$ cat config.mk
export PLATFORM = sky130hd
export DESIGN_NAME = pmp_region_match
export DESIGN_NICKNAME = d
export VERILOG_FILES = /design/src/rtl/pmp_chk_pkg.sv /design/src/rtl/pmp_region_match.sv
export SDC_FILE = /design/constraint.sdc
export NUM_CORES = 1
export LEC_CHECK = 0
export ABC_CLOCK_PERIOD_IN_PS = 14800
export CORE_ASPECT_RATIO = 1.75
export CORE_MARGIN = 1.5
export CORE_UTILIZATION = 45
export DETAILED_ROUTE_END_ITERATION = 16
export PLACE_DENSITY = 0.8
export RECOVER_POWER = 100
export SLEW_MARGIN = 20
export SYNTH_ARGS = -nofsm -noshare
export SYNTH_HDL_FRONTEND = slang
export SYNTH_SLANG_ARGS = --single-unit
$ cat constraint.sdc
create_clock -name vclk -period 14.8
set_input_delay 2.22 -clock vclk [all_inputs]
set_output_delay 2.22 -clock vclk [all_outputs]
set_load 0.01 [all_outputs]
$ cat src/rtl/pmp_chk_pkg.sv
package pmp_chk_pkg;

  typedef enum logic [1:0] {
    MATCH_OFF   = 2'd0,
    MATCH_TOR   = 2'd1,
    MATCH_NA4   = 2'd2,
    MATCH_NAPOT = 2'd3
  } match_e;

  localparam int CFG_R    = 0;
  localparam int CFG_W    = 1;
  localparam int CFG_X    = 2;
  localparam int CFG_LOCK = 7;

  localparam logic [2:0] PERM_NONE = 3'b000;
  localparam logic [2:0] PERM_R    = 3'b001;
  localparam logic [2:0] PERM_RW   = 3'b011;
  localparam logic [2:0] PERM_X    = 3'b100;
  localparam logic [2:0] PERM_RX   = 3'b101;
  localparam logic [2:0] PERM_RWX  = 3'b111;

  // lockdown table, machine-mode row; idx = {L,R,W,X}
  function automatic logic [2:0] lockdown_mach(input logic [3:0] idx);
    logic [2:0] res;
    case (idx)
      4'd2, 4'd3, 4'd14: res = PERM_RW;
      4'd9, 4'd10:       res = PERM_X;
      4'd11, 4'd13:      res = PERM_RX;
      4'd12, 4'd15:      res = PERM_R;
      default:           res = PERM_NONE;
    endcase
    return res;
  endfunction

  // lockdown table, lower-mode row
  function automatic logic [2:0] lockdown_user(input logic [3:0] idx);
    logic [2:0] res;
    case (idx)
      4'd1, 4'd10, 4'd11: res = PERM_X;
      4'd2, 4'd4, 4'd15:  res = PERM_R;
      4'd3, 4'd6:         res = PERM_RW;
      4'd5:               res = PERM_RX;
      4'd7:               res = PERM_RWX;
      default:            res = PERM_NONE;
    endcase
    return res;
  endfunction

endpackage

$ cat src/rtl/pmp_region_match.sv
module pmp_region_match #(
  parameter int PA_W = 34
) (
  input  logic [7:0]      cfg,
  input  logic [PA_W-3:0] own_reg,
  input  logic [PA_W-3:0] prev_reg,
  input  logic [PA_W:0]   first_byte,
  input  logic [PA_W:0]   last_byte,
  output logic            enabled,
  output logic            hit_first,
  output logic            hit_last
);
  import pmp_chk_pkg::*;

  localparam int EXT_W = PA_W + 1;

  match_e            mode;
  logic [PA_W-1:0]   t_val;
  logic [PA_W-1:0]   t_inc;
  logic [EXT_W-1:0]  lo_b;   // inclusive start
  logic [EXT_W-1:0]  hi_b;   // exclusive end

  assign mode  = match_e'(cfg[4:3]);
  assign t_val = {own_reg, 2'b11};
  assign t_inc = t_val + 1'b1;

  always_comb begin
    lo_b = '0;
    hi_b = '0;
    case (mode)
      MATCH_TOR: begin
        lo_b = {1'b0, prev_reg, 2'b00};
        hi_b = {1'b0, own_reg, 2'b00};
      end
      MATCH_NA4: begin
        lo_b = {1'b0, own_reg, 2'b00};
        hi_b = {1'b0, own_reg, 2'b00} + EXT_W'(4);
      end
      MATCH_NAPOT: begin
        lo_b = {1'b0, t_val & t_inc};
        hi_b = {1'b0, t_val | t_inc} + EXT_W'(1);
      end
      default: begin
        lo_b = '0;
        hi_b = '0;
      end
    endcase
  end

  assign enabled   = (mode != MATCH_OFF);
  // an inverted top-of-range bound leaves lo_b >= hi_b: nothing hits
  assign hit_first = enabled && (first_byte >= lo_b) && (first_byte < hi_b);
  assign hit_last  = enabled && (last_byte  >= lo_b) && (last_byte  < hi_b);

endmodule

==> results of run 1 <==
cell usage in the layout, fill, tap and decap left out, drive strengths merged, types with 6 or more instances in the layout:
cell	instances
nor3	22
xnor2	10
o21ai	51
mux2	31
or2	7
a211oi	10
inv	43
a21o	14
nand2	50
nor2	31
and3	11
ha	194
nand4	36
a22oi	53
or3	7
a21oi	58
nand3	25
nor4	13
clkdlybuf4s50	135
a211o	6
cells by family (layout without fill, tap and decap cells):
group	count (synthesis)	in the layout
and+or+nand+nor	226	226
AOI/OAI and AO/OA	212	212
adders and majority gates	194	194
buffers and inverters	69	185
muxes	36	36
xor gates and xnor gates	14	14
worst paths after layout:
path | depth (start not counted) | slack, ns | endpoint
max | 13 | 3.75 | hit_first
min | 5 | 5.79 | enabled
cell type report:
class,count,share of cell area
well taps,168,0.0287
inverters,43,0.0221
multi-input cells,682,0.758
repair buffers,142,0.191
worst min-delay path, cell delays in order:
cell and delay, ns:
buf_2 0.10, buf_4 0.31, nor2_1 0.36, inv_1 0.07
clkdlybuf4s50_1 0.48
stage by stage:
step | util | cell area, um2
final | 0.585 | 7310
after global routing | 0.585 | 7310
after CTS | 0.585 | 7320
after detailed placement | 0.585 | 7320
after global placement | 0.585 | 7320
after floorplan | - | 5790
power by group:
group          internal (mW)  total (mW)  leakage (nW)  switching (mW)
Sequential                 0           0             0               0
Clock                      0           0             0               0
Combinational          0.105       0.220          3.12           0.115
layer usage:
layer,track usage,part of all wire,up-vias,routed length [um]
met5,0,0,-,0
met4,0.191,0.084,0,1610
met3,0.0200,0.047,73,902
met2,0.507,0.52,233,9910
met1,0.293,0.35,2908,6800
li1,-,-,3135,-
==> impl_metrics.json, run 1 <==
{
  "status": "complete, but fails checks",
  "violations": "capacitance limit, slew limit",
  "overflow": 0,
  "max_stage_delay_ns": 2.64,
  "setup_tns_ns": 0,
  "synth.area.top_cells": "ha_1 (42%), a22oi_1 (6.9%), mux2_2 (6.0%)",
  "synth_area_per_cell_um2": 7.71,
  "worst_pin_slew_ns": 3.76,
  "die_w_um": 88.8,
  "grt_antenna_before_repair": 0,
  "final.setup.worst_slack_ns": 3.75,
  "post_cts_resize_count": 0,
  "ctsHoldBuffers": 0,
  "synth_xor_area_frac": 0.0212,
  "clkbuf_count": 0,
  "hold-worst-slack_ns": 5.79,
  "die-area_um2": 13600,
  "wl_um": 19200,
  "dp_slack_ns": 4.00,
  "path_cells": "buf_2 > clkbuf_1 > nor2b_1 > a22o_1 > a21oi_1 > ha_1 > a21oi_1 > nor2_1 > a211oi_1 > o21ai_0 > a221o_1 > a311oi_1 > dlygate4sd3_1",
  "syn_nets": 1087,
  "crit_top_cell": "a21oi_1",
  "grt_pass1_vias": 6278,
  "rsz0062_at_grt": "no",
  "netlist_area_um2": 5790,
  "fillers": 1160,
  "area_growth_pct": 26.2,
  "path_delay_family": "buffers and inverters",
  "grt_pass1_wl_um": 29900,
  "place.port_buffers": 139,
  "cp_max_fo": 81,
  "netlist_top_cells_count": "ha_1 (194), a21oi_1 (58), a22oi_1 (53)",
  "yosysWarnings": 0,
  "wl_per_cell_um": 18.6,
  "core_um2": 12500,
  "ant_nets": 0,
  "hp-start": "cfg[3]",
  "drv_cap": 1,
  "post-place-cells": 1035,
  "synth-simple-area-share": 0.213,
  "hold_path_class": "input pin to output pin",
  "via_per_inst": 6.13,
  "worstSetupPathType": "input pin to output pin",
  "yosys.area.top_type_share": 0.419,
  "fin_crit_sh": 0.746,
  "crit_slowest_cell": "clkbuf_1",
  "synth-compound-area-share": 0.233,
  "drv_slew": 82,
  "multi_input_area_um2": 5540,
  "fin_cells": 1035,
  "nets": 1205,
  "synth_top_area_cell": "ha_1",
  "cp-start-kind": "input pin",
  "post_cts_buffers": 0,
  "crit_arrival_ns": 8.83,
  "io_pins": 145,
  "setup_viol": 0,
  "vias": 6349,
  "drt-pass1-iter-count": 5,
  "slew_headroom": -1.51,
  "drtIter0Drc": 345,
  "dp_hpwl_um": 16400,
  "drive_gt1_frac": 0.0623,
  "synth_most_common_cell": "ha_1",
  "synth_fa_ha_area_frac": 0.419,
  "cp-startpoint": "cfg[4]",
  "hold_viol": 0,
  "grt_max_degree": 82,
  "flops_and_latches": 0,
  "synthMuxAreaShare": 0.0689,
  "max_freq_mhz": 90.5,
  "yosysUniqueCellTypes": 52,
  "gp_congestion": 0.988,
  "fin_crit_ns": 11.05,
  "crit_buf_inv": 3,
  "power.density_nw_per_um2": 30.0,
  "fin_total_pwr_mw": 0.220,
  "synthCells": 751,
  "start_util": 0.463,
  "row_count": 54,
  "p_leak_nw": 3.12,
  "grt_use_total": 0.280,
  "remaining_drc_errors": 0,
  "ys_seq_area_frac": 0,
  "seqCellArea_um2": 0,
  "cp-end-kind": "output pin",
  "synth_top_family_by_area": "adder cells",
  "required_ns": 12.58,
  "die_h_um": 153,
  "peakVddDrop_uv": 15.2,
  "n_antenna_cell": 0
}
Power figures use the tool's default switching activity.
==> run 2, diff against run 1 <==
--- a/config.mk
+++ b/config.mk
@@ -5,7 +5,7 @@
 export SDC_FILE = /design/constraint.sdc
 export NUM_CORES = 1
 export LEC_CHECK = 0
-export ABC_CLOCK_PERIOD_IN_PS = 14800
+export ABC_CLOCK_PERIOD_IN_PS = 10200
 export CORE_ASPECT_RATIO = 1.75
 export CORE_MARGIN = 1.5
 export CORE_UTILIZATION = 45
==> constraint.sdc (replaced) <==
create_clock -name vclk -period 10.2
set_input_delay 1.53 -clock vclk [all_inputs]
set_output_delay 1.53 -clock vclk [all_outputs]
set_load 0.01 [all_outputs]
==> run 2 against run 1 <==
Net effect: the run still ends with capacitance limit, slew limit left; cell count about the same; critical path depth up 8; utilization up 0.060 points; routed wire length down 0.28%; combinational power up 45%; clock-buffer cell count unchanged; sequential cell count unchanged; die area unchanged; design area up 0.10%; first-iteration DRC count down 13%; largest cell class unchanged; critical path type unchanged; hold slack worse by 1.3 ns; setup slack worse by 3.1 ns.
==> impl_metrics.json, run 2 (synthesized netlist as in run 1, its figures left out) <==
{
  "status": "complete, but fails checks",
  "violations": "capacitance limit, slew limit",
  "grt_pass1_wl_um": 29800,
  "ant_nets": 0,
  "clkbuf_count": 0,
  "fin_crit_ns": 9.56,
  "fin_crit_sh": 0.937,
  "max_freq_mhz": 105,
  "final_common_cell": "ha_1",
  "power_frac_comb": 1.000,
  "core_um2": 12500,
  "peakVddDrop_uv": 24.0,
  "drtIter0Drc": 300,
  "multi_input_area_um2": 5540,
  "crit_arrival_ns": 8.03,
  "post_cts_resize_count": 0,
  "drt-pass1-iter-count": 5,
  "slew_headroom": -1.48,
  "io_pins": 145,
  "via_per_inst": 6.21,
  "p_leak_nw": 3.12,
  "layout_common_cells": "ha_1 (194), clkdlybuf4s50_1 (135), a21oi_1 (58)",
  "die_h_um": 153,
  "drive_gt1_frac": 0.0634,
  "seqCellArea_um2": 0,
  "net-switching-power_mw": 0.167,
  "area_growth_pct": 26.3,
  "wl_um": 19200,
  "flops_and_latches": 0,
  "setup_tns_ns": 0,
  "worstSetupPathType": "input pin to output pin",
  "wl_per_cell_um": 18.5,
  "vias": 6429,
  "setup_viol": 0,
  "place_area_um2": 7320,
  "drv_cap": 1,
  "hold-worst-slack_ns": 4.45,
  "dp_hpwl_um": 16500,
  "grt_max_degree": 83,
  "fillers": 1210,
  "nets": 1206,
  "die_w_um": 88.8,
  "place.port_buffers": 139,
  "p_sw_frac": 0.522,
  "p_int_mw": 0.153,
  "cp-end-kind": "output pin",
  "p_seq_frac": 0,
  "rsz0062_at_grt": "no",
  "pwr-share-clk": 0,
  "hold_viol": 0,
  "row_count": 54,
  "holdPathStages": 5,
  "drv_slew": 83,
  "cp-start-kind": "input pin",
  "gp_congestion": 0.983,
  "post_cts_buffers": 0,
  "grt_pass1_vias": 6308,
  "ctsHoldBuffers": 0,
  "required_ns": 8.67,
  "die-area_um2": 13600,
  "grt_antenna_before_repair": 0,
  "overflow": 0,
  "cp_max_fo": 5,
  "start_util": 0.463,
  "n_antenna_cell": 0,
  "hold_path_class": "input pin to output pin",
  "power.density_nw_per_um2": 43.6,
  "grt_use_total": 0.278,
  "fin_total_pwr_mw": 0.319,
  "final_area_um2": 7320,
  "worst_pin_slew_ns": 3.72,
  "remaining_drc_errors": 0
}
run 2: per-layer routing:
layer,track usage,up-vias,part of all wire
met3,0.0151,73,0.051
met1,0.289,2952,0.35
met5,0,-,0
li1,-,3149,-
met2,0.514,255,0.52
met4,0.184,0,0.083
run 2: area by class of cell:
cell class                      instances  area share
Tap cell                              168      0.0287
Multi-Input combinational cell        682       0.757
Timing Repair Buffer                  143       0.192
Inverter                               43      0.0221
run 2: worst paths after layout:
| path | slack, ns | startpoint | end |
|---|---|---|---|
| max | 0.64 | own_reg[0] | hit_last |
| min | 4.45 | cfg[3] | enabled |
run 2: through the flow:
stage / utilization / instances / setup slack, ns
2_1_floorplan: - / 751 / 2.86
3_3_place_gp: 0.586 / 1036 / 0.870
3_5_place_dp: 0.586 / 1036 / 0.817
4_1_cts: 0.586 / 1036 / 0.783
5_1_grt: 0.586 / 1036 / 0.278
6_report: 0.586 / 1036 / 0.645
run 2: worst max-delay path, stage by stage:
cell and delay [ns]:
clkdlybuf4s50_1 0.60, inv_1 0.12, nor3_1 0.36, nand3_1 0.30, nor2_1 0.36, inv_1 0.15, nor2_1 0.33, nand2_1 0.15
ha_1 0.25, or4_1 0.58, or4_1 0.45, nor3_1 0.19, nand2_1 0.10, a211oi_1 0.50, ha_1 0.35, a21o_1 0.16
a211oi_1 0.22, o21ai_0 0.13, or3_1 0.36, a211oi_1 0.20, dlygate4sd3_1 0.65
run 2: power by group through the flow:
stage / clock network [mW] / registers [mW] / logic, mW
2_1_floorplan: 0 / 0 / 0.184
3_3_place_gp: 0 / 0 / 0.304
3_5_place_dp: 0 / 0 / 0.314
4_1_cts: 0 / 0 / 0.316
5_1_grt: 0 / 0 / 0.355
6_report: 0 / 0 / 0.319
